--- config.mk ---
export PLATFORM = sky130hd
export DESIGN_NAME = tsc_unit
export DESIGN_NICKNAME = d
export VERILOG_FILES = /design/src/rtl/tsc_pkg.sv /design/src/rtl/tsc_cfg.sv /design/src/rtl/tsc_count.sv /design/src/rtl/tsc_rdport.sv /design/src/rtl/tsc_unit.sv
export SDC_FILE = /design/constraint.sdc
export NUM_CORES = 1
export LEC_CHECK = 0
export BUFFER_PORTS_ARGS = -buffer_cell sky130_fd_sc_hd__buf_4
export CORE_ASPECT_RATIO = 0.5
export CORE_MARGIN = 8
export CORE_UTILIZATION = 48
export DETAILED_ROUTE_END_ITERATION = 12
export PLACE_DENSITY = 0.76
export SKIP_LAST_GASP = 1
export SLEW_MARGIN = 20
export SYNTH_ARGS = -nofsm -noshare
export SYNTH_HDL_FRONTEND = slang
export SYNTH_SLANG_ARGS = --single-unit
export TNS_END_PERCENT = 20
--- constraint.sdc ---
create_clock -name clk -period 2.2 [get_ports clk]
set_clock_uncertainty 0.2 [all_clocks]
set_input_delay 0 -clock clk [delete_from_list [all_inputs] [get_ports clk]]
set_output_delay 0 -clock clk [all_outputs]
set_load 0.005 [all_outputs]
--- src/rtl/tsc_pkg.sv ---
package tsc_pkg;
    // Control bits; the packed order makes count_on bit 0.
    typedef struct packed {
        logic rd_block;
        logic user_ok;
        logic const_mode;
        logic count_on;
    } tsc_cfg_t;
endpackage

--- src/rtl/tsc_cfg.sv ---
module tsc_cfg
    import tsc_pkg::*;
(
    input  logic     clk,
    input  logic     rst_n,
    input  logic     wr_en,
    input  tsc_cfg_t wr_data,
    output tsc_cfg_t cfg_q
);
    tsc_cfg_t cfg_d;

    always_comb begin
        cfg_d = cfg_q;
        if (wr_en) cfg_d = wr_data;
    end

    always_ff @(posedge clk) begin
        if (!rst_n) cfg_q <= '0;
        else        cfg_q <= cfg_d;
    end
endmodule

--- src/rtl/tsc_count.sv ---
module tsc_count #(
    parameter int CNT_W = 64
) (
    input  logic             clk,
    input  logic             rst_n,
    input  logic             clr,
    input  logic             ld,
    input  logic [CNT_W-1:0] ld_val,
    input  logic             inc,
    output logic [CNT_W-1:0] cnt_q
);
    localparam logic [CNT_W-1:0] ONE = {{(CNT_W-1){1'b0}}, 1'b1};

    logic [CNT_W-1:0] cnt_d;

    always_comb begin
        cnt_d = cnt_q;
        if (clr)      cnt_d = '0;
        else if (ld)  cnt_d = ld_val;
        else if (inc) cnt_d = cnt_q + ONE;
    end

    always_ff @(posedge clk) begin
        if (!rst_n) cnt_q <= '0;
        else        cnt_q <= cnt_d;
    end
endmodule

--- src/rtl/tsc_rdport.sv ---
module tsc_rdport #(
    parameter int CNT_W = 64,
    localparam int HALF_W = CNT_W / 2
) (
    input  logic              clk,
    input  logic              rst_n,
    input  logic              req,
    input  logic              allow,
    input  logic [CNT_W-1:0]  snap,
    output logic              valid_q,
    output logic              fault_q,
    output logic [HALF_W-1:0] hi_q,
    output logic [HALF_W-1:0] lo_q
);
    typedef struct packed {
        logic              valid;
        logic              fault;
        logic [HALF_W-1:0] hi;
        logic [HALF_W-1:0] lo;
    } rsp_t;

    rsp_t rsp_d, rsp_q;

    always_comb begin
        rsp_d = '0;
        if (req) begin
            rsp_d.valid = allow;
            rsp_d.fault = !allow;
            if (allow) begin
                rsp_d.hi = snap[CNT_W-1:HALF_W];
                rsp_d.lo = snap[HALF_W-1:0];
            end
        end
    end

    always_ff @(posedge clk) begin
        if (!rst_n) rsp_q <= '0;
        else        rsp_q <= rsp_d;
    end

    assign valid_q = rsp_q.valid;
    assign fault_q = rsp_q.fault;
    assign hi_q    = rsp_q.hi;
    assign lo_q    = rsp_q.lo;
endmodule

--- src/rtl/tsc_unit.sv ---
module tsc_unit
    import tsc_pkg::*;
#(
    parameter int CNT_W = 64,
    localparam int HALF_W = CNT_W / 2
) (
    input  logic              clk,
    input  logic              rst_n,
    input  logic              resume_clr,
    input  logic              core_clk_act,
    input  logic              ref_tick,
    input  logic              priv_sup,
    input  logic              cfg_we,
    input  logic [3:0]        cfg_wdata,
    input  logic              ld_we,
    input  logic [CNT_W-1:0]  ld_val,
    input  logic              rd_req,
    output logic              rd_valid,
    output logic              rd_fault,
    output logic [HALF_W-1:0] rd_hi,
    output logic [HALF_W-1:0] rd_lo
);
    tsc_cfg_t         cfg_q;
    logic [CNT_W-1:0] cnt_q;
    logic             step;
    logic             rd_allow;

    // Increment source chosen by the registered mode bit.
    always_comb begin
        step = 1'b0;
        if (cfg_q.count_on) step = cfg_q.const_mode ? ref_tick : core_clk_act;
    end

    // Read permission.
    assign rd_allow = !cfg_q.rd_block && (priv_sup || cfg_q.user_ok);

    tsc_cfg u_cfg (
        .clk     (clk),
        .rst_n   (rst_n),
        .wr_en   (cfg_we && priv_sup),
        .wr_data (tsc_cfg_t'(cfg_wdata)),
        .cfg_q   (cfg_q)
    );

    tsc_count #(.CNT_W(CNT_W)) u_cnt (
        .clk    (clk),
        .rst_n  (rst_n),
        .clr    (resume_clr),
        .ld     (ld_we && priv_sup),
        .ld_val (ld_val),
        .inc    (step),
        .cnt_q  (cnt_q)
    );

    tsc_rdport #(.CNT_W(CNT_W)) u_rd (
        .clk     (clk),
        .rst_n   (rst_n),
        .req     (rd_req),
        .allow   (rd_allow),
        .snap    (cnt_q),
        .valid_q (rd_valid),
        .fault_q (rd_fault),
        .hi_q    (rd_hi),
        .lo_q    (rd_lo)
    );
endmodule

Word-level counts from Yosys, hierarchy flattened
Cells that the tools add are included.

cells by class
  add/subtract/negate cells = 1
  muxes and demuxes = 4
  bitwise operators = 1
  reductions and logical operators = 10

operator list
  cell                                            count
  two-way mux 64 bit                              2
  adder 64 x 1 -> 64 bit (second input constant)  1
  logical AND 1 bit                               3
  AND reduction 3 bit                             1
  logical NOT 1 bit                               2
  two-way mux 1 bit                               2
  AND reduction 2 bit                             1
  nonzero test 2 bit                              1
  OR reduction 2 bit                              1
  logical OR 1 bit                                1
  NOT 1 bit                                       1

word-level totals
  output and inout port bits = 66
  input port bits = 77
  word-level logic and storage cells = 25
  bits in registers = 134

Logic depth before layout (Yosys ltp)
  depth after elaboration = 4
  gate-level depth with buffers = 7
  depth with buffers taken out = 6

By module
Synthesis repeated with hierarchy kept, for this count alone.

unflattened totals
  cell total of the unflattened synthesis = 620
  area, all modules = 5,998.3 um^2

by module, submodules not included
  module      seq. area each (um^2)  instances  area an instance (um^2)  cells each
  tsc_count   1,281.2                1          3,752.3                  448
  tsc_rdport  1,321.3                1          2,053.2                  153
  tsc_cfg     80.1                   1          156.4                    13
  tsc_unit    0.0                    1          36.3                     6

Least setup slack after synthesis
Ideal clock, no wire load.

  path type = flip-flop to flip-flop
  from = register u_cnt.cnt_q[19]
  to = register u_cnt.cnt_q[61]
  period minus slack after synthesis = 2,372 ps
  required time = 1,922 ps
  setup slack = -172 ps
  cell stages (with the launch flop) = 8
  path buffers = 2
  setup time = 78 ps
  arrival time = 2,094 ps
  cells stage by stage = dfxtp_1 nand4_2 or4_1 clkbuf_2 or3_1 buf_6 o31a_1 nor3_1

between the ends
  word-level cells in the longest chain between the ends = 3

ends and longest elaborated chain
  what                      line             source
  start: declaration        tsc_count.sv:10  output logic [CNT_W-1:0] cnt_q
  start signal: assignment  tsc_count.sv:25  else cnt_q <= cnt_d;
  adder 64 x 1 -> 64 bit    tsc_count.sv:20  else if (inc) cnt_d = cnt_q + ONE;
  two-way mux 64 bit        tsc_count.sv:20
  two-way mux 64 bit        tsc_count.sv:19  else if (ld) cnt_d = ld_val;

No other way between the ends. The select of a mux whose other input is x is not followed.
A chain may end at the register's enable or synchronous reset.

Worst setup path after layout
  from = register u_cnt.cnt_q[16]
  to = register u_cnt.cnt_q[49]

The elaborated chain is that of the path after synthesis.

==> flow_summary.ini <==
[timing]
finalCritPeriodShare = 1.07
worst_slew_pin_slew_ps = 943
slew_headroom = 0.372
hold_viol_final = 0
maxSlewViolCount = 0
rsz0062_at_grt = true
fin_tns_setup_ps = -1200
min_period_ps = 2350
fin_ws_ps = -147
max_freq_mhz = 426
setup-violations-final = 24
whs_ps = 22.9

[power]
pwr-share-clk = 0.462
comb_power_share = 0.100
total_power_mw = 5.76
p_leak_nw = 3.65
power.internal_mw = 4.44
p_sw_frac = 0.229
powerDensity_nw_per_um2 = 629
seqPwrFrac = 0.438
switchingPower_mw = 1.32
vdd_ir_drop_max_v = 0.000513

[cts]
clock_latency_ps = 420
cts_tree = built
clock_sinks = 134
cts_buffers = 17
path_clk_slew_ps = 60
ctsRootBufferMaster = clkbuf_16
h-tree-depth = 4
ctsLongestPathBuffers = 2

[floorplan]
start_util = 0.483
rows = 28
dieArea_um2 = 15600
core_um2 = 11600
fp.dieH_um = 92.5
io_pins = 143
die_x_um = 169

[finish]
area_growth_pct = 62.9
fillers = 751
drive_gt1_frac = 0.318
nets = 1030
antenna_cells = 0
final_area_um2 = 9160

[synthesis]
ys_warn_count = 0
synth_commonest_cells = 134 x dfxtp_1, 61 x and2_1, 58 x o21ai_0
synth_nets = 717
synth_area_leaders = dfxtp_1 48%, and2_1 6.8%, o21ai_0 5.2%, nand4_1 3.7%, xor2_1 3.3%
yosysSeqAreaShare = 0.477
syn_inst = 639
ys_types = 40
synth_top_area_share = 0.477
synth.avg_cell_area_um2 = 8.80
synthFlopType = dfxtp_1
synth_largest_area_cell = dfxtp_1
synth-edff-count = 0
yosysMostFrequentCell = dfxtp_1
synthArstFlopShare = 0
syn-cell-area_um2 = 5620
ys_ff_latch = 134

[critical_path]
crit_chain = nand4_1, buf_4, nor3_1, nand4_1, or4_1, a31oi_1
cp-start-kind = flop
max_stage_delay_ps = 530
crit_fanout = 6
cp.arrival_ps = 2500
cp_common_cell = nand4_1
end_kind = flop
critical_path_required_ps = 2350
cp_slowest_cell = or4_1
path_class = flop to flop

[status]
violations = negative setup slack
status = complete, but fails checks

[route]
drtIter0Drc = 674
wl_met3_mm = 2.25
post_drt_wl_per_cell_um = 19.1
met1Wirelength_mm = 8.28
wl_mm = 21.5
vias = 6530
met2WireLength_mm = 10.2
drtPass1Iterations = 6
via_per_inst = 5.80
dr.max_layer_used = met4
detail-route-antenna-nets = 0
drc = 0

[global_route]
antenna_found_initial = 0
grt.overflow.total = 0
grt_pass1_vias = 6559
gr-usage-all-layers = 0.263
grt_first_pass_wirelength_mm = 33.1
grt_max_degree = 60

[job]
drv_cap = 0

[place]
portBuffers = 142
place.gp.congestion = 0.873
dp_hpwl_mm = 12.7
placed_cell_area_um2 = 7520

[min_path]
holdCritPathClass = input pin to flop
-- metal layers --
| metal | vias up | global-route usage |
|---|---|---|
| li1 | 2946 | - |
| met1 | 3086 | 0.308 |
| met2 | 407 | 0.438 |
| met3 | 91 | 0.0904 |
| met4 | 0 | 0.113 |
| met5 | - | 0 |
-- stage by stage --
step	worst slack (ps)	std cells	util
after floorplan	-84.8	639	-
after global placement	-0.932	996	0.646
after detailed placement	-57.7	996	0.646
after CTS	-48.2	1120	0.776
after global routing	-313	1125	0.787
final	-147	1125	0.787
-- area by class of cell --
type | instances | area, um^2 | area share
multi-input combinational | 463 | 2920 | 0.319
sequential | 134 | 2710 | 0.295
inverter | 6 | 22.5 | 0.00246
tap | 165 | 206 | 0.0225
clock buffer | 22 | 485 | 0.0530
timing repair buffer | 330 | 2770 | 0.302
clock inverter | 5 | 50.0 | 0.00546
-- layout by cell type (no fill, tap or decap), types with 14 or more instances in the layout --
cell type and n:
nor3_1 22, or3_1 18, nor2_1 34, o21ai_0 58, nand4_1 33, xor2_1 21
buf_4 230, a211oi_1 16, and2_1 61, xnor2_1 14, clkbuf_16 18, dfxtp_1 117
a21oi_1 21, dfxtp_2 16, nand2_1 33, dlygate4sd3_1 93, a31oi_1 18, nand3_1 29
-- power groups by stage --
stage / logic [mW] / registers (mW) / clock network (mW)
finish: 0.576 / 2.52 / 2.66
global route: 0.613 / 2.53 / 2.79
CTS: 0.542 / 2.52 / 2.66
detailed placement: 0.402 / 2.57 / 0
global placement: 0.397 / 2.57 / 0
floorplan: 0.157 / 2.58 / 0
-- flip-flops by register name, summed over array words and instances (netlist names) --
signal and cells:
u_rd.hi_q 32, u_cfg.cfg_q 4, u_rd.lo_q 32, u_rd.fault_q 1, u_cnt.cnt_q 64, u_rd.valid_q 1
-- worst max-delay path: cells and delay by family, from the launching register on --
family                 cells  cell delay, ps
buffers and inverters      1             200
AOI/OAI and AO/OA          1             160
and+or+nand+nor            4            1340
DFF                        1             380
-- what timing repair did --
item	CTS	global route
resized for setup	6	17
endpoints found under the hold margin	76	0
setup buffers	4	4
setup endpoints to repair	13	33
hold buffers	93	0
pin swaps	5	9
-- logic make-up after synthesis --
family                     count (synthesis)  share of synthesized area
buffers and inverters                     42                     0.0298
DFF                                      134                      0.477
adders and majority gates                  1                    0.00223
muxes                                      3                    0.00534
xor gates and xnor gates                  35                     0.0545
AOI/OAI and AO/OA                        135                      0.142
and+or+nand+nor                          289                      0.288
-- path summary, 6_finish.rpt --
check	from	slack, ps	depth (start not counted)	to
max	u_cnt.cnt_q[16]	-150	6	u_cnt.cnt_q[49]
min	resume_clr	20	5	u_cnt.cnt_q[35]
max reg2reg	u_cnt.cnt_q[16]	-150	6	u_cnt.cnt_q[49]
min reg2reg	u_cnt.cnt_q[63]	300	1	u_rd.hi_q[31]
No activity file was read; power rests on OpenSTA's default activity.
